--- src/rtl/rtc_pkg.sv ---
package rtc_pkg;

    localparam int FIELD_W = 8;
    localparam int NUM_W   = 7;

    typedef struct packed {
        logic [FIELD_W-1:0] sec;
        logic [FIELD_W-1:0] min;
        logic [FIELD_W-1:0] hour;
    } tod_t;

    typedef struct packed {
        logic [FIELD_W-1:0] dow;
        logic [FIELD_W-1:0] date;
        logic [FIELD_W-1:0] month;
    } cal_t;

    // bit order equals the control byte layout: set=4 .. dst=0
    typedef struct packed {
        logic set;
        logic uie;
        logic bin;
        logic h24;
        logic dst;
    } ctrl_t;

    typedef enum logic [2:0] {
        A_SEC   = 3'd0,
        A_MIN   = 3'd1,
        A_HOUR  = 3'd2,
        A_DOW   = 3'd3,
        A_DATE  = 3'd4,
        A_MONTH = 3'd5,
        A_CTRL  = 3'd6,
        A_NONE  = 3'd7
    } addr_e;

    function automatic logic [NUM_W-1:0] to_num(input logic [FIELD_W-1:0] v, input logic bin);
        logic [NUM_W-1:0] tens;
        tens = NUM_W'(v[7:4]) * NUM_W'(10);
        return bin ? v[NUM_W-1:0] : tens + NUM_W'(v[3:0]);
    endfunction

    function automatic logic [FIELD_W-1:0] from_num(input logic [NUM_W-1:0] n, input logic bin);
        logic [NUM_W-1:0] t;
        logic [NUM_W-1:0] u;
        t = n / NUM_W'(10);
        u = n - t * NUM_W'(10);
        return bin ? {1'b0, n} : {t[3:0], u[3:0]};
    endfunction

    function automatic logic [NUM_W-1:0] month_len(input logic [NUM_W-1:0] m);
        case (m)
            NUM_W'(2):                                   return NUM_W'(28);
            NUM_W'(4), NUM_W'(6), NUM_W'(9), NUM_W'(11): return NUM_W'(30);
            default:                                     return NUM_W'(31);
        endcase
    endfunction

endpackage

--- src/rtl/rtc_time_next.sv ---
module rtc_time_next
    import rtc_pkg::*;
#(
    parameter int SUNDAY_CODE      = 1,
    parameter int SPRING_MONTH     = 4,
    parameter int SPRING_LAST_DATE = 7,
    parameter int FALL_MONTH       = 10,
    parameter int FALL_FIRST_DATE  = 25
) (
    input  tod_t cur,
    input  cal_t cal,
    input  logic bin,
    input  logic h24,
    input  logic dst,
    input  logic fell_q,
    output tod_t nxt,
    output logic day_carry,
    output logic fall_now
);
    localparam logic [NUM_W-1:0] LAST_MS   = NUM_W'(59);
    localparam logic [NUM_W-1:0] LAST_HR   = NUM_W'(23);
    localparam logic [NUM_W-1:0] NOON      = NUM_W'(12);
    localparam logic [NUM_W-1:0] SPRING_TO = NUM_W'(3);
    localparam logic [NUM_W-1:0] FALL_TO   = NUM_W'(1);

    logic [NUM_W-1:0] s, m, hraw, h, mon, dt, dw;
    logic [NUM_W-1:0] ns, nm, nh, h12;
    logic             pm, at_edge, sunday, spring;
    logic [FIELD_W-1:0] henc;

    always_comb begin
        s    = to_num(cur.sec, bin);
        m    = to_num(cur.min, bin);
        pm   = ~h24 & cur.hour[7];
        hraw = to_num(h24 ? cur.hour : {1'b0, cur.hour[6:0]}, bin);
        if (h24)              h = hraw;
        else if (hraw == NOON) h = pm ? NOON : '0;
        else                  h = pm ? hraw + NOON : hraw;

        mon = to_num(cal.month, bin);
        dt  = to_num(cal.date, bin);
        dw  = to_num(cal.dow, bin);

        at_edge  = (h == NUM_W'(1)) && (m == LAST_MS) && (s == LAST_MS);
        sunday   = (dw == NUM_W'(SUNDAY_CODE));
        spring   = dst && at_edge && sunday && (mon == NUM_W'(SPRING_MONTH))
                   && (dt <= NUM_W'(SPRING_LAST_DATE));
        fall_now = dst && at_edge && sunday && (mon == NUM_W'(FALL_MONTH))
                   && (dt >= NUM_W'(FALL_FIRST_DATE)) && !fell_q && !spring;

        ns = (s == LAST_MS) ? '0 : s + 1'b1;
        nm = (s == LAST_MS) ? ((m == LAST_MS) ? '0 : m + 1'b1) : m;
        nh = h;
        day_carry = 1'b0;
        if (s == LAST_MS && m == LAST_MS) begin
            nh        = (h == LAST_HR) ? '0 : h + 1'b1;
            day_carry = (h == LAST_HR);
        end
        if (spring) begin
            nh = SPRING_TO; nm = '0; ns = '0;
        end else if (fall_now) begin
            nh = FALL_TO;   nm = '0; ns = '0;
        end

        if (nh == '0)        h12 = NOON;
        else if (nh > NOON)  h12 = nh - NOON;
        else                 h12 = nh;
        henc = from_num(h12, bin);

        nxt.sec  = from_num(ns, bin);
        nxt.min  = from_num(nm, bin);
        nxt.hour = h24 ? from_num(nh, bin) : {(nh >= NOON), henc[6:0]};
    end

endmodule

--- src/rtl/rtc_cal_next.sv ---
module rtc_cal_next
    import rtc_pkg::*;
#(
    parameter int DAYS_PER_WEEK = 7,
    parameter int MONTHS        = 12
) (
    input  cal_t cur,
    input  logic bin,
    output cal_t nxt
);
    logic [NUM_W-1:0] dw, dt, mo, ndw, ndt, nmo;

    always_comb begin
        dw  = to_num(cur.dow, bin);
        dt  = to_num(cur.date, bin);
        mo  = to_num(cur.month, bin);
        ndw = (dw >= NUM_W'(DAYS_PER_WEEK)) ? NUM_W'(1) : dw + 1'b1;
        if (dt >= month_len(mo)) begin
            ndt = NUM_W'(1);
            nmo = (mo >= NUM_W'(MONTHS)) ? NUM_W'(1) : mo + 1'b1;
        end else begin
            ndt = dt + 1'b1;
            nmo = mo;
        end
        nxt.dow   = from_num(ndw, bin);
        nxt.date  = from_num(ndt, bin);
        nxt.month = from_num(nmo, bin);
    end

endmodule

--- src/rtl/rtc_ctrl.sv ---
module rtc_ctrl
    import rtc_pkg::*;
(
    input  logic        clk,
    input  logic        rst,
    input  logic        wr_ctrl,
    input  logic [4:0]  wr_bits,
    input  logic        upd_pulse,
    input  logic        flag_ack,
    output ctrl_t       ctrl_q,
    output logic        upd_flag,
    output logic        upd_irq
);
    ctrl_t wr_c;
    assign wr_c = ctrl_t'(wr_bits);

    always_ff @(posedge clk) begin
        if (rst) begin
            ctrl_q   <= '{set: 1'b0, uie: 1'b0, bin: 1'b0, h24: 1'b1, dst: 1'b0};
            upd_flag <= 1'b0;
        end else begin
            if (wr_ctrl) begin
                ctrl_q     <= wr_c;
                ctrl_q.uie <= wr_c.uie & ~wr_c.set;
            end
            if (upd_pulse)     upd_flag <= 1'b1;
            else if (flag_ack) upd_flag <= 1'b0;
        end
    end

    assign upd_irq = upd_flag & ctrl_q.uie;

    // freeze written high leaves the interrupt enable low
    p_uie_clear_r4: assert property (@(posedge clk) disable iff (rst)
        (wr_ctrl && wr_bits[4]) |=> !ctrl_q.uie);

    // every update-ended pulse raises the sticky flag
    p_flag_set_r2: assert property (@(posedge clk) disable iff (rst)
        upd_pulse |=> upd_flag);

endmodule

--- src/rtl/rtc_tod.sv ---
module rtc_tod
    import rtc_pkg::*;
#(
    parameter int SUNDAY_CODE      = 1,
    parameter int SPRING_MONTH     = 4,
    parameter int SPRING_LAST_DATE = 7,
    parameter int FALL_MONTH       = 10,
    parameter int FALL_FIRST_DATE  = 25,
    parameter int DAYS_PER_WEEK    = 7,
    parameter int MONTHS           = 12
) (
    input  logic         clk,
    input  logic         rst,
    input  logic         tick,
    input  logic         wr_en,
    input  logic [2:0]   wr_addr,
    input  logic [7:0]   wr_data,
    input  logic         flag_ack,
    output logic [7:0]   sec_o,
    output logic [7:0]   min_o,
    output logic [7:0]   hour_o,
    output logic [7:0]   dow_o,
    output logic [7:0]   date_o,
    output logic [7:0]   month_o,
    output logic [7:0]   ctrl_o,
    output logic         upd_pulse,
    output logic         upd_flag,
    output logic         upd_irq
);
    localparam int CTRL_W = $bits(ctrl_t);
    localparam int PAD_W  = FIELD_W - CTRL_W;

    tod_t  tod_q, tod_n;
    cal_t  cal_q, cal_n;
    ctrl_t ctrl_q;
    logic  fell_q, day_carry, fall_now, upd_q;
    addr_e addr;

    assign addr = addr_e'(wr_addr);

    rtc_time_next #(
        .SUNDAY_CODE(SUNDAY_CODE), .SPRING_MONTH(SPRING_MONTH),
        .SPRING_LAST_DATE(SPRING_LAST_DATE), .FALL_MONTH(FALL_MONTH),
        .FALL_FIRST_DATE(FALL_FIRST_DATE)
    ) i_time (
        .cur(tod_q), .cal(cal_q), .bin(ctrl_q.bin), .h24(ctrl_q.h24),
        .dst(ctrl_q.dst), .fell_q(fell_q), .nxt(tod_n),
        .day_carry(day_carry), .fall_now(fall_now)
    );

    rtc_cal_next #(.DAYS_PER_WEEK(DAYS_PER_WEEK), .MONTHS(MONTHS)) i_cal (
        .cur(cal_q), .bin(ctrl_q.bin), .nxt(cal_n)
    );

    rtc_ctrl i_ctrl (
        .clk(clk), .rst(rst), .wr_ctrl(wr_en && addr == A_CTRL),
        .wr_bits(wr_data[CTRL_W-1:0]), .upd_pulse(upd_q), .flag_ack(flag_ack),
        .ctrl_q(ctrl_q), .upd_flag(upd_flag), .upd_irq(upd_irq)
    );

    always_ff @(posedge clk) begin
        if (rst) begin
            tod_q  <= '0;
            cal_q  <= '{dow: 8'h01, date: 8'h01, month: 8'h01};
            fell_q <= 1'b0;
            upd_q  <= 1'b0;
        end else begin
            upd_q <= 1'b0;
            if (wr_en) begin
                case (addr)
                    A_SEC:   tod_q.sec   <= wr_data;
                    A_MIN:   tod_q.min   <= wr_data;
                    A_HOUR:  tod_q.hour  <= wr_data;
                    A_DOW:   cal_q.dow   <= wr_data;
                    A_DATE:  begin cal_q.date <= wr_data; fell_q <= 1'b0; end
                    A_MONTH: cal_q.month <= wr_data;
                    default: ;
                endcase
            end else if (tick && !ctrl_q.set) begin
                tod_q <= tod_n;
                upd_q <= 1'b1;
                if (day_carry) begin
                    cal_q  <= cal_n;
                    fell_q <= 1'b0;
                end
                if (fall_now) fell_q <= 1'b1;
            end
        end
    end

    assign sec_o     = tod_q.sec;
    assign min_o     = tod_q.min;
    assign hour_o    = tod_q.hour;
    assign dow_o     = cal_q.dow;
    assign date_o    = cal_q.date;
    assign month_o   = cal_q.month;
    assign ctrl_o    = {{PAD_W{1'b0}}, ctrl_q};
    assign upd_pulse = upd_q;

    // frozen and not written, time and calendar hold
    p_freeze_hold_r3: assert property (@(posedge clk) disable iff (rst)
        (ctrl_q.set && !wr_en) |=> ($stable(tod_q) && $stable(cal_q)));

    // no update-ended pulse follows a frozen cycle
    p_freeze_no_pulse_r3: assert property (@(posedge clk) disable iff (rst)
        ctrl_q.set |=> !upd_pulse);

    // a write cycle never produces an update
    p_write_wins_r11: assert property (@(posedge clk) disable iff (rst)
        wr_en |=> !upd_pulse);

    // a pulse is always preceded by a tick
    p_pulse_needs_tick_r2: assert property (@(posedge clk) disable iff (rst)
        upd_pulse |-> $past(tick));

endmodule

--- config.mk ---
export PLATFORM = sky130hd
export DESIGN_NAME = rtc_tod
export DESIGN_NICKNAME = d
export VERILOG_FILES = /design/src/rtl/rtc_pkg.sv /design/src/rtl/rtc_time_next.sv /design/src/rtl/rtc_cal_next.sv /design/src/rtl/rtc_ctrl.sv /design/src/rtl/rtc_tod.sv
export SDC_FILE = /design/constraint.sdc
export NUM_CORES = 1
export LEC_CHECK = 0
export CORE_MARGIN = 3
export CORE_UTILIZATION = 60
export CTS_CLUSTER_SIZE = 30
export DETAILED_ROUTE_END_ITERATION = 8
export HOLD_SLACK_MARGIN = 0.06
export PLACE_DENSITY_LB_ADDON = 0.05
export SLEW_MARGIN = 10
export SYNTH_ARGS = -nofsm -noshare
export SYNTH_HDL_FRONTEND = slang
export SYNTH_SLANG_ARGS = --single-unit
--- constraint.sdc ---
create_clock -name clk -period 9.91 [get_ports clk]
set_input_delay 2.973 -clock clk [delete_from_list [all_inputs] [get_ports clk]]
set_output_delay 2.973 -clock clk [all_outputs]
set_load 0.02 [all_outputs]
======== After elaboration in Yosys (flattened, before gate mapping) ========
Index checks and enable logic that the tools add are counted.
word-level totals
  register bits ........................... 56
  logic and storage cells ................. 179
cells by class
  $add $sub $neg .......................... 21
  $mul .................................... 13
  divide/modulo/power cells ............... 7
  magnitude comparators ................... 7
  equal/unequal tests ..................... 24
  muxes and demuxes ....................... 57
  bitwise gates (word level) .............. 5
  reductions and logical operators ........ 31
operators with widths
  operator             number
  $mux 7               27
  $mux 24              5
  $mux 8               14
  $div 7x4->7 const B  7
  $mul 7x3->3 const B  7
  $add 7x1->7 const B  6
  $add 7x4->7          6
  $mul 4x3->6 const B  6
  $eq 7x4->1 const B   4
  $sub 4x4->4          7
  $eq 7x1->1 const B   2
  $eq 7x3->1 const B   2
  $eq 7x6->1 const B   2
  $ge 7x4->1 const B   2
  $logic_and 1x1->1    13
  $ne 2x1->1 const B   6
  $reduce_and 3->1     4
  $eq 3x3->1 const B   3
  $mux 1               9
  $add 7x4->7 const B  1
  $eq 7x2->1 const B   1
  $eq 7x5->1 const B   1
  $ge 7x3->1 const B   1
  $ge 7x5->1           1
  18 further kinds     28

======== Logic depth before layout (Yosys ltp) ========
Gate-level depths: netlist of run 1.
  depth in word-level cells ............... 29
  depth in mapped cells ................... 39
  mapped depth without buffers ............ 35

======== Cells and area by module ========
A second synthesis of run 1 with hierarchy kept.
second synthesis, totals
  cells, all modules ...................... 1160
  area total of the unflattened synthesis .. 9572.9 µm²
by module, submodules not included
  module         times used  cells an instance  area each (µm²)
  rtc_time_next  1           618                4485.6
  rtc_tod        1           247                2658.8
  rtc_cal_next   1           273                2198.4
  rtc_ctrl       1           22                 230.2

======== Worst setup path after synthesis of run 1 ========
No wires, ideal clock.
  kind .................................... register -> register
  start point ............................. register, netlist name i_ctrl.ctrl_q[1]
  end point ............................... register tod_q, in the netlist hour_o[3]
  library setup time ...................... 122 ps
  data arrival time ....................... 8464 ps
  required time ........................... 9788 ps
  slack ................................... 1325 ps
  cell stages (with the launch flop) ...... 40
  path buffers ............................ 5
  path through ............................ dfxtp_1 > buf_2 > buf_1 > clkbuf_1 > and2_1 > ha_1 > ha_1 > inv_1 > fa_1 > nand2b_1 > a21oi_4 > mux2i_1 > or4b_4 > o32ai_4 > a2bb2oi_2 > o2111ai_4 > nand2_1 > buf_2 > (+4 left out) > a2bb2oi_4 > buf_2 > o31ai_1 > a21o_1 > o41ai_1 > ha_1 > nand2_1 > or3_1 > a22o_1 > a21oi_1 > o211ai_1 > ha_1 > fa_1 > nor3b_1 > mux2_4 > a21oi_1 > o221ai_1 > a221o_1
on the way
  longest elaborated chain between the ends .. 29
ends and longest elaborated chain
  what                                                  RTL line             RTL
  branches (longest 26 deep; another with $add 7x4->7)  n/a
  $mux 8 *                                              rtc_time_next.sv:72  nxt.hour = h24 ? from_num(nh, bin) : {(nh >= NOON), henc[6:0]};
  $mux 24 *                                             rtc_tod.sv:79        end else if (tick && !ctrl_q.set) begin
  $mux 24 *                                             rtc_tod.sv:69        if (wr_en) begin
  to (signal assigned)                                  rtc_tod.sv:80        tod_q <= tod_n;
  to (decl)                                             rtc_tod.sv:33        tod_t tod_q, tod_n;
Every way passes the cells marked *. The select of a mux whose other input is x is not followed.
A chain may end at the register's enable or synchronous reset.

======== Worst setup path in the final report of run 1 ========
  start point ............................. register tod_q, in the netlist hour_o[7]
  end point ............................... register tod_q, in the netlist hour_o[3]
on the way
  longest elaborated chain between the ends .. 29
ends and longest elaborated chain
  what            RTL line             RTL
  $mux 8          rtc_time_next.sv:35  hraw = to_num(h24 ? cur.hour : {1'b0, cur.hour[6:0]}, bin);
  $mul 4x3->6     rtc_pkg.sv:40        tens = NUM_W'(v[7:4]) * NUM_W'(10);
  $add 7x4->7     rtc_pkg.sv:41        return bin ? v[NUM_W-1:0] : tens + NUM_W'(v[3:0]);
  $mux 7          rtc_pkg.sv:41
  $add 7x4->7     rtc_time_next.sv:38  else h = pm ? hraw + NOON : hraw;
  $mux 7          rtc_time_next.sv:38
  $mux 7          rtc_time_next.sv:37  else if (hraw == NOON) h = pm ? NOON : '0;
  $mux 7 *        rtc_time_next.sv:36  if (h24) h = hraw;
  (+13 left out)  n/a
  $mux 7          rtc_time_next.sv:65  if (nh == '0) h12 = NOON;
  $div 7x4->7     rtc_pkg.sv:47        t = n / NUM_W'(10);
  $mul 7x3->3     rtc_pkg.sv:48        u = n - t * NUM_W'(10);
  $sub 4x4->4     rtc_pkg.sv:48
  $mux 7          rtc_pkg.sv:49        return bin ? {1'b0, n} : {t[3:0], u[3:0]};
  $mux 8 *        rtc_time_next.sv:72
  $mux 24 *       rtc_tod.sv:79
  $mux 24 *       rtc_tod.sv:69
Marks and branches as above.

==> results of run 1 <==
layout by cell type (no fill, tap or decap), types with 17 or more instances in the layout:
master,synthesis,layout
nand2_1,97,97
nand3_1,40,40
nor3_1,31,31
o211ai_1,24,24
xor2_1,17,17
xnor2_1,32,32
fa_1,19,19
a21oi_1,96,96
mux2i_1,29,29
nand2b_1,21,21
ha_1,70,70
o21ai_0,48,48
a211oi_1,18,18
dfxtp_1,56,55
nor2_1,102,102
clkdlybuf4s50_1,0,69
inv_1,41,41
layer usage:
metal,part of all wire [%],global-route usage [%],vias to the layer above
met1,44,45.6,4037
met5,0,0,-
li1,-,-,4131
met3,7.4,4.80,66
met4,3.8,12.6,0
met2,45,53.1,364
kinds of logic (layout without fill, tap and decap cells):
logic type               after synthesis  after routing  synth area share [%]
AND/OR/NAND/NOR                      394            394                  24.2
other                                  2              5                0.0906
flip-flops                            56             56                  13.5
multiplexers                          46             46                  6.07
AO/OA/AOI/OAI                        345            345                  30.1
buffers and inverters                 96            135                  5.10
XOR/XNOR                              49             49                  5.18
adder cells (fa/ha/maj)               94             94                  15.8
report_power, final:
group          leakage (nW)  switching, mW  internal (mW)
Sequential            0.458         0.0363          0.244
Combinational          3.16          0.722          0.509
Clock                0.0701         0.0943          0.101
Total                  3.68          0.852          0.855
area by class of cell:
cell class | count | area (sq um)
sequential | 56 | 1120
multi-input combinational | 933 | 6760
fill | 1190 | 4190
inverter | 44 | 165
timing repair buffer | 83 | 791
tap | 176 | 220
clock inverter | 1 | 7.51
clock buffer | 7 | 143
through the flow:
step                      std cells  setup slack (ns)  power (mW)  area [sq um]
final                          1300              1.08        1.71          9210
after global routing           1300             0.507        1.87          9210
after CTS                      1300              1.17        1.69          9210
after detailed placement       1292              1.20        1.49          9060
after global placement         1292              1.48        1.47          9060
after floorplan                1085              1.32        1.24          8300
cell usage after synthesis, types with 5 or more instances:
| master | number | area share (%) |
|---|---|---|
| xnor2_1 | 32 | 3.4 |
| inv_1 | 41 | 1.9 |
| nand2_1 | 97 | 4.4 |
| buf_2 | 8 | 0.48 |
| a211o_1 | 9 | 0.95 |
| nor4_1 | 15 | 1.1 |
| o31ai_1 | 9 | 0.82 |
| o21ai_1 | 9 | 0.54 |
| o21a_1 | 8 | 0.72 |
| a21oi_1 | 96 | 5.8 |
| o221ai_1 | 5 | 0.53 |
| a211oi_1 | 18 | 1.6 |
| ha_1 | 70 | 11 |
| nand4_1 | 6 | 0.45 |
| nor2b_1 | 8 | 0.60 |
| buf_4 | 8 | 0.72 |
| nand2b_1 | 21 | 1.6 |
| nand3_1 | 40 | 2.4 |
| fa_1 | 19 | 4.6 |
| o211ai_1 | 24 | 2.2 |
| and3_1 | 10 | 0.75 |
| nor2_1 | 102 | 4.6 |
| a2111oi_0 | 5 | 0.53 |
| mux2i_1 | 29 | 3.5 |
| a21o_1 | 10 | 0.91 |
| or3_1 | 5 | 0.38 |
| nand3b_1 | 5 | 0.45 |
| buf_1 | 7 | 0.32 |
| and2_1 | 13 | 0.98 |
| o21ai_0 | 48 | 2.9 |
| clkbuf_1 | 26 | 1.2 |
| a311oi_1 | 7 | 0.74 |
| nor3b_1 | 10 | 0.91 |
| a31oi_1 | 15 | 1.1 |
| xor2_1 | 17 | 1.8 |
| mux2_2 | 13 | 1.8 |
| dfxtp_1 | 56 | 14 |
| nor3_1 | 31 | 1.9 |
| o311ai_0 | 5 | 0.53 |
how the worst max path moves through the flow:
stage                     slack [ns]   endpoint  cells after the start
after floorplan                 1.32  hour_o[3]                     39
after global placement          1.48  hour_o[3]                     34
after detailed placement        1.20  hour_o[3]                     35
after CTS                       1.17  hour_o[3]                     35
after global routing            0.51  hour_o[3]                     33
final                           1.08  hour_o[3]                     35
state kept, by name, summed over array words and instances, names as in the netlist, 5 cells and up:
signal	count
date_o	8
dow_o	8
hour_o	8
min_o	8
month_o	8
sec_o	8
i_ctrl.ctrl_q	5
worst max-delay path: cells and delay by family, from the launching register on:
kind                     cells  cell delay [ns]
multiplexers                 2             0.47
buffers and inverters        3             0.38
AND/OR/NAND/NOR              8             2.24
AO/OA/AOI/OAI               14             2.72
adder cells (fa/ha/maj)      8             2.39
flip-flops                   1             0.51
==> results.rst, run 1 <==
.. list-table::
   :header-rows: 1

   * - Metric
     - Value
   * - Flop-to-flop setup slack
     - 1.08 ns
   * - Cell with the biggest individual delay on the critical path
     - dfxtp_1
   * - Max-capacitance violation count
     - 0
   * - Overflow left after global routing
     - 0
   * - Total track usage
     - 33.3%
   * - Wire length of the first global-routing pass
     - 40.5 mm
   * - Maximum fanout along the worst path
     - 11
   * - DRC violation total after the first TritonRoute iteration
     - 755
   * - Count of vias placed by the detailed router
     - 8598
   * - Post-layout nets
     - 1228
   * - Max-slew violation count
     - 0
   * - Starting density of the core
     - 61.9%
   * - Worst setup skew after layout
     - 0.0102 ns
   * - Port Buffer Count
     - 71
   * - Total CTS buffers
     - 5
   * - Reg2Reg Launch Point
     - hour_o[7]
   * - Root buffer cell
     - clkbuf_16
   * - Flop and latch count out of synthesis
     - 56
   * - Clock slew at reported path FFs
     - 0.08 ns
   * - Kind of path behind the tightest hold check
     - reg2reg
   * - Via count of the first global-routing pass
     - 7766
   * - Total wire length
     - 25.0 mm
   * - Number of antenna violations at the first check in global routing
     - 0
   * - Sequential-to-total area share from yosys stat
     - 13.5%
   * - Cts hold-fix bufs
     - 0
   * - Gate Count Post-Synth
     - 1082
   * - GP Congestion
     - 0.990
   * - IO Count
     - 75
   * - Cell depth of the worst flop-to-flop path
     - 35
   * - First-pass DRT Iterations
     - 6
   * - Die H
     - 124 microns
   * - Status
     - finished clean
   * - Wirelength per Cell
     - 19.3 microns
   * - Vias per std cell
     - 6.61
   * - Die area
     - 15300 sq um
   * - Setup repair after global routing missed its margin
     - false
   * - Actual transition at the worst max-transition pin
     - 1.08 ns
   * - Timing-limited maximum frequency
     - 0.113 GHz
   * - Clock sinks
     - 56
   * - TritonCTS clock tree
     - built
   * - Cell occurring most often along the worst timing path
     - ha_1
   * - Post-route DRC
     - 0
   * - Clock latency reported for the late side of the worst-skew pair
     - 0.31 ns
   * - Setup crit end kind
     - flip-flop
   * - Total setup buffers inserted after CTS
     - 0
   * - Share of cells above drive strength 1
     - 7.65%
   * - Die width
     - 124 microns
   * - Largest buffer count on any clock path
     - 2
   * - Crit path kind
     - reg2reg
   * - Slowest cell delay on critical path
     - 0.51 ns
   * - Hold Path Sink
     - i_ctrl.upd_flag
   * - N_diodes
     - 0
   * - CTS H-tree lvls
     - 2
   * - Worst Min Path Start
     - upd_pulse
   * - Worst Hold Margin
     - 0.489 ns
   * - Worst IR Drop VDD
     - 0.000191 V
   * - Layout-stage area growth over the synthesis result
     - 11.1%
   * - Setup total negative slack
     - 0 ns
   * - Worst EP required
     - 10.12 ns
   * - Cell area after synthesis
     - 8290 sq um
   * - Most used DFF post-synth
     - dfxtp_1
   * - Resized Gates After CTS
     - 0
   * - Cell Pwr Density
     - 185 nW/um^2
   * - Cell variety after synth
     - 113
   * - Period utilisation layout
     - 89.1%
   * - Core outline area
     - 13400 sq um
   * - Setup violators final
     - 0
   * - Util after Layout
     - 68.7%
   * - Antenna violation net count after detailed routing
     - 0
   * - Arrival time worst endpoint
     - 9.04 ns
   * - Maximum number of pins on one net before global-route repair
     - 56
   * - RR Endpoint
     - hour_o[3]
   * - Minimum clock period after layout
     - 8.83 ns
   * - Startpoint Class
     - flip-flop
   * - Total half-perimeter wirelength after legalization and detailed placement
     - 18.9 mm
   * - Std cell rows
     - 42
   * - Number of synthesized flops with an enable pin
     - 0
   * - Worst Hold Depth
     - 2
   * - Yosys warning total
     - 0
   * - Leakage power figure
     - 3.68 nW
   * - Final hold violations
     - 0
   * - Crit. Startpoint
     - hour_o[7]
   * - Asr flop ratio synth
     - 0%
   * - Average cell area after synthesis
     - 7.66 sq um
   * - Remaining max-slew budget at the tightest pin
     - 28.0%
Note: power is estimated with default switching activity, not from simulation.
==> run 2: changes to the inputs <==
Settings changed: CTS_CLUSTER_SIZE 30 to default, GPL_ROUTABILITY_DRIVEN from default to 0, TNS_END_PERCENT from default to 50.
==> run 2 against run 1 <==
Clock power hardly changed. Register-to-register slack worse by 0.06 ns. Largest power group unchanged. Final area is 0.12% lower. Combinational power hardly changed. Critical path depth is 2 lower. Final cell count is 0.23% lower. Highest routed layer unchanged.
==> results.rst, run 2 (synthesis gave the netlist of run 1 again) <==
.. list-table::
   :header-rows: 1

   * - Metric
     - Value
   * - Status
     - finished clean
   * - Root buffer cell
     - clkbuf_16
   * - Largest buffer count on any clock path
     - 2 (unchanged)
   * - Leading cell type in the layout, fill and taps excluded
     - nor2_1
   * - Max-capacitance violation count
     - 0 (unchanged)
   * - TritonCTS clock tree
     - built
   * - Total track usage
     - 32.3% (-1.0 points)
   * - Setup crit end kind
     - flip-flop
   * - DRC violation total after the first TritonRoute iteration
     - 702 (-7.0%)
   * - Resized Gates After CTS
     - 0 (unchanged)
   * - Design Area, Final
     - 9200 sq um (-0.12%)
   * - Arrival time worst endpoint
     - 9.10 ns (+0.06 ns)
   * - Clock latency reported for the late side of the worst-skew pair
     - 0.31 ns (about the same)
   * - Port Buffer Count
     - 71 (unchanged)
   * - Wirelength per Cell
     - 18.7 microns (-2.9%)
   * - Actual transition at the worst max-transition pin
     - 1.24 ns (+0.160 ns)
   * - Startpoint Class
     - flip-flop
   * - Post-layout nets
     - 1225 (-0.24%)
   * - Setup violators final
     - 0 (unchanged)
   * - Highest-count cells in the layout ignoring fill and taps
     - nor2_1 (102), nand2_1 (97), a21oi_1 (96), ha_1 (70), clkdlybuf4s50_1 (69)
   * - Via count of the first global-routing pass
     - 7803 (+0.48%)
   * - Clock sinks
     - 56 (unchanged)
   * - Cell Pwr Density
     - 183 nW/um^2 (-1.2%)
   * - Std cell rows
     - 42 (unchanged)
   * - Total setup buffers inserted after CTS
     - 0 (unchanged)
   * - CTS H-tree lvls
     - 2 (unchanged)
   * - Family with the most delay on the worst path
     - compound AO/OA/AOI/OAI gates
   * - Total wire length
     - 24.3 mm (-3.1%)
   * - Timing-limited maximum frequency
     - 0.112 GHz (-0.72%)
   * - Number of antenna violations at the first check in global routing
     - 0 (unchanged)
   * - Maximum number of pins on one net before global-route repair
     - 89 (+59%)
   * - Period utilisation layout
     - 89.7% (+0.64 points)
   * - Core outline area
     - 13400 sq um (unchanged)
   * - Clock slew at reported path FFs
     - 0.08 ns (about the same)
   * - Remaining max-slew budget at the tightest pin
     - 17.3% (-11 points)
   * - Wire length of the first global-routing pass
     - 39.6 mm (-2.2%)
   * - Die width
     - 124 microns (unchanged)
   * - Worst setup skew after layout
     - 0.00617 ns (-0.00406 ns)
   * - N_diodes
     - 0 (unchanged)
   * - Vias per std cell
     - 6.56 (-0.75%)
   * - Layout-stage area growth over the synthesis result
     - 10.9%
   * - Setup total negative slack
     - 0 ns (unchanged)
   * - Crit path kind
     - reg2reg
   * - Post-route DRC
     - 0 (unchanged)
   * - Die H
     - 124 microns (unchanged)
   * - Slowest cell delay on critical path
     - 0.67 ns (+0.16 ns)
   * - Cell occurring most often along the worst timing path
     - ha_1
   * - Worst EP required
     - 10.11 ns (about the same)
   * - Cts hold-fix bufs
     - 0 (unchanged)
   * - Leakage power figure
     - 3.68 nW (-0.24%)
   * - Kind of path behind the tightest hold check
     - reg2reg
   * - Worst IR Drop VDD
     - 0.000144 V (-25%)
   * - Minimum clock period after layout
     - 8.89 ns (+0.0637 ns)
   * - Instance area at placement
     - 9050 sq um (-0.11%)
   * - Share of cells above drive strength 1
     - 7.40% (-0.25 points)
   * - PnR worst setup slack
     - 1.02 ns (-0.0637 ns)
   * - Antenna violation net count after detailed routing
     - 0 (unchanged)
   * - Worst setup slack before clock tree synthesis
     - 1.09 ns (-0.104 ns)
   * - Cell with the biggest individual delay on the critical path
     - mux2i_1
   * - Maximum fanout along the worst path
     - 11 (unchanged)
   * - Max-slew violation count
     - 0 (unchanged)
   * - Count of vias placed by the detailed router
     - 8514 (-0.98%)
   * - Final hold violations
     - 0 (unchanged)
   * - IO Count
     - 75 (unchanged)
   * - Starting density of the core
     - 61.9% (unchanged)
   * - CP Buf/Inv Count
     - 2 (-1)
   * - Total CTS buffers
     - 5 (unchanged)
   * - Die area
     - 15300 sq um (unchanged)
   * - First-pass DRT Iterations
     - 6 (unchanged)
   * - Setup repair after global routing missed its margin
     - false
   * - Total half-perimeter wirelength after legalization and detailed placement
     - 18.2 mm (-3.4%)
   * - Overflow left after global routing
     - 0 (unchanged)
run 2: cell count changes in the layout (fill, tap and decap cells not counted):
cell | before | now
buf_12 | 0 | 1
buf_4 | 12 | 8
clkinvlp_4 | 1 | 0
inv_4 | 0 | 1
run 2: layer usage:
| metal | global-route usage, % | part of all wire (%) |
|---|---|---|
| met1 | 45.0 | 44 |
| met5 | 0 | 0 |
| met2 | 51.2 | 45 |
| met3 | 4.16 | 7.6 |
| met4 | 11.4 | 3.3 |
run 2: report_power, final:
part,internal (mW),total [mW],switching [mW]
sequential,0.244,0.280,0.0362
combinational,0.504,1.21,0.705
clock,0.102,0.195,0.0933
run 2: final cells by class:
type	instances	area, sq um
sequential	56	1120
clock buffer	7	143
inverter	44	165
fill	1205	4200
timing repair buffer	80	781
tap	176	220
clock inverter	1	6.26
multi-input combinational	933	6760
run 2: path summary, 6_finish.rpt:
path	cells after the start	from	slack, ns	end
setup / recovery	33	hour_o[7]	1.02	hour_o[3]
hold / removal	2	upd_pulse	0.49	i_ctrl.upd_flag
setup reg to reg	33	hour_o[7]	1.02	hour_o[3]
hold reg to reg	2	upd_pulse	0.49	i_ctrl.upd_flag
run 2: per-stage QoR:
step,util [%],cells,hold slack [ns],power (mW)
6_report,68.6,1297,0.492,1.68
5_1_grt,68.6,1297,0.511,1.85
4_1_cts,68.6,1297,0.492,1.67
3_5_place_dp,67.5,1289,0.474,1.47
3_3_place_gp,67.5,1289,0.464,1.46
2_1_floorplan,-,1085,0.466,1.24
run 2: worst register-to-register path: cells and delay by family (launching register included):
kind            cells  cell delay (ns)
compound gates     13             2.63
buf+inv             2             0.27
fa+ha+maj           8             2.45
flops               1             0.50
simple gates        7             1.82
mux                 3             1.12
==> run 3: changes to the inputs <==
Settings changed: CELL_PAD_IN_SITES_DETAIL_PLACEMENT from default to 1, CELL_PAD_IN_SITES_GLOBAL_PLACEMENT from default to 1, CORE_UTILIZATION 60 to 45, CTS_CLUSTER_SIZE from default to 10, SKIP_LAST_GASP from default to 1.
==> run 3 against run 2 <==
Register-to-register slack worse by 0.05 ns. Clock-buffer cell count down 2. Global-route usage down 3.6 points. Worst setup slack worse by 0.048 ns. Largest power group unchanged.
==> results.rst, run 3 (synthesis gave the netlist of run 1 again) <==
.. list-table::
   :header-rows: 1

   * - Metric
     - Value
   * - Clock sinks
     - 56 (unchanged)
   * - Via count of the first global-routing pass
     - 8576 (+9.9%)
   * - Share of cells above drive strength 1
     - 7.75% (+0.34 points)
   * - Actual transition at the worst max-transition pin
     - 0.946 ns (-0.294 ns)
   * - Setup crit end kind
     - flip-flop
   * - Arrival time worst endpoint
     - 9.16 ns (+0.06 ns)
   * - Antenna violation net count after detailed routing
     - 0 (unchanged)
   * - Leading cell type in the layout, fill and taps excluded
     - nor2_1
   * - Minimum clock period after layout
     - 8.94 ns (+0.0480 ns)
   * - Post-layout nets
     - 1227 (+0.16%)
   * - Setup total negative slack
     - 0 ns (unchanged)
   * - Die H
     - 142 microns (+15%)
   * - First-pass DRT Iterations
     - 5 (-1)
   * - DRC violation total after the first TritonRoute iteration
     - 515 (-27%)
   * - Cell Pwr Density
     - 190 nW/um^2 (+3.5%)
   * - Cts hold-fix bufs
     - 0 (unchanged)
   * - Period utilisation layout
     - 90.2% (+0.48 points)
   * - Reg2Reg Launch Point
     - hour_o[7]
   * - Remaining max-slew budget at the tightest pin
     - 35.1% (+18 points)
   * - Highest-count cells in the layout ignoring fill and taps
     - nor2_1 (102), nand2_1 (97), a21oi_1 (95), ha_1 (70), clkdlybuf4s50_1 (69)
   * - Instance area at placement
     - 9120 sq um (+0.76%)
   * - Layout-stage area growth over the synthesis result
     - 11.9%
   * - Core outline area
     - 18000 sq um (+35%)
   * - Total wire length
     - 29.0 mm (+19%)
   * - Status
     - finished clean
   * - Std cell rows
     - 49 (+17%)
   * - Worst Min Path Start
     - sec_o[1]
   * - Number of antenna violations at the first check in global routing
     - 0 (unchanged)
   * - Design Area, Final
     - 9270 sq um (+0.83%)
   * - IO Count
     - 75 (unchanged)
   * - Setup repair after global routing missed its margin
     - false
   * - Largest buffer count on any clock path
     - 2 (unchanged)
   * - PnR worst setup slack
     - 0.970 ns (-0.0480 ns)
   * - Worst EP required
     - 10.13 ns (+0.02 ns)
   * - Die area
     - 20100 sq um (+32%)
   * - Resized Gates After CTS
     - 0 (unchanged)
   * - Cell depth of the worst flop-to-flop path
     - 34 (+3.0%)
   * - Kind of path behind the tightest hold check
     - reg2reg
   * - Vias per std cell
     - 6.37 (-3.0%)
   * - Clock latency reported for the late side of the worst-skew pair
     - 0.32 ns (about the same)
   * - Final hold violations
     - 0 (unchanged)
   * - Crit path kind
     - reg2reg
   * - Leakage power figure
     - 3.68 nW (+0.13%)
   * - Count of vias placed by the detailed router
     - 8609 (+1.1%)
   * - Maximum fanout along the worst path
     - 15 (+4)
   * - Total CTS buffers
     - 5 (unchanged)
   * - Startpoint Class
     - flip-flop
   * - Worst setup slack before clock tree synthesis
     - 1.07 ns (-0.0239 ns)
   * - Starting density of the core
     - 46.0% (-16 points)
   * - Worst Hold Depth
     - 2 (unchanged)
   * - Total half-perimeter wirelength after legalization and detailed placement
     - 22.2 mm (+22%)
   * - Cell with the biggest individual delay on the critical path
     - o31ai_2
   * - Max-capacitance violation count
     - 0 (unchanged)
   * - Worst setup skew after layout
     - 0.00974 ns (+0.00358 ns)
   * - Total setup buffers inserted after CTS
     - 0 (unchanged)
   * - Clock slew at reported path FFs
     - 0.09 ns (about the same)
   * - Root buffer cell
     - clkbuf_16
   * - Total track usage
     - 28.7% (-3.6 points)
   * - CTS H-tree lvls
     - 2 (unchanged)
   * - Wire length of the first global-routing pass
     - 47.1 mm (+19%)
   * - Maximum number of pins on one net before global-route repair
     - 57 (-36%)
   * - Max-slew violation count
     - 0 (unchanged)
   * - Power, Total
     - 1.76 mW (+4.3%)
   * - N_diodes
     - 0 (unchanged)
   * - Setup violators final
     - 0 (unchanged)
   * - Die width
     - 142 microns (+15%)
   * - Hold Path Sink
     - sec_o[1]
   * - Overflow left after global routing
     - 0 (unchanged)
   * - Worst IR Drop VDD
     - 0.000133 V (-7.9%)
   * - Timing-limited maximum frequency
     - 0.112 GHz (-0.54%)
   * - Flop-to-flop setup slack
     - 0.97 ns (-0.05 ns)
   * - Slowest cell delay on critical path
     - 0.60 ns (-0.07 ns)
   * - Cell occurring most often along the worst timing path
     - ha_1
   * - Wirelength per Cell
     - 21.4 microns (+15%)
   * - Port Buffer Count
     - 71 (unchanged)
   * - Post-route DRC
     - 0 (unchanged)
   * - TritonCTS clock tree
     - built
   * - RR Endpoint
     - hour_o[3]
## run 3: area by class of cell
type                    instances  area, sq um
flip-flops and latches         56         1120
inverters                      44          165
clock inverters                 3         27.5
repair buffers                 82          783
multi-input cells             933         6760
well taps                     229          287
clock buffers                   5          125
fillers                      2294         8750
## run 3: metrics by stage
stage	hold WS (ns)	utilization, %	instances
CTS	0.499	51.4	1352
floorplan	0.466	-	1085
global route	0.529	51.4	1352
global placement	0.480	50.6	1344
finish	0.500	51.4	1352
detailed placement	0.485	50.6	1344
## run 3: worst max path at each step
| stage | from | to | slack (ns) | cells after the start |
|---|---|---|---|---|
| final | hour_o[7] | hour_o[3] | 0.97 | 34 |
| after detailed placement | hour_o[7] | hour_o[3] | 1.07 | 34 |
| after floorplan | i_ctrl.ctrl_q[1] | hour_o[3] | 1.32 | 39 |
| after global placement | hour_o[7] | hour_o[3] | 1.44 | 34 |
| after CTS | hour_o[7] | hour_o[3] | 1.03 | 34 |
| after global routing | hour_o[7] | hour_o[3] | 0.35 | 34 |
## run 3: metal layers
metal	vias up	track usage [%]	wire length [microns]
li1	4115	-	-
met1	4253	39.6	13500
met2	201	47.9	13600
met3	40	3.71	1290
met4	0	6.57	634
met5	-	0	0
## run 3: critical path, delay by kind of cell (launching register included)
| kind | cells | cell delay [ns] |
|---|---|---|
| buffers and inverters | 2 | 0.27 |
| flip-flops | 1 | 0.53 |
| adder cells (fa/ha/maj) | 8 | 2.30 |
| multiplexers | 2 | 0.68 |
| AND/OR/NAND/NOR | 8 | 1.72 |
| AO/OA/AOI/OAI | 14 | 3.33 |
## run 3: where the power goes
| part | switching (mW) | total, mW | internal, mW |
|---|---|---|---|
| clock network | 0.108 | 0.204 | 0.0968 |
| registers | 0.0386 | 0.283 | 0.244 |
| logic | 0.755 | 1.27 | 0.515 |
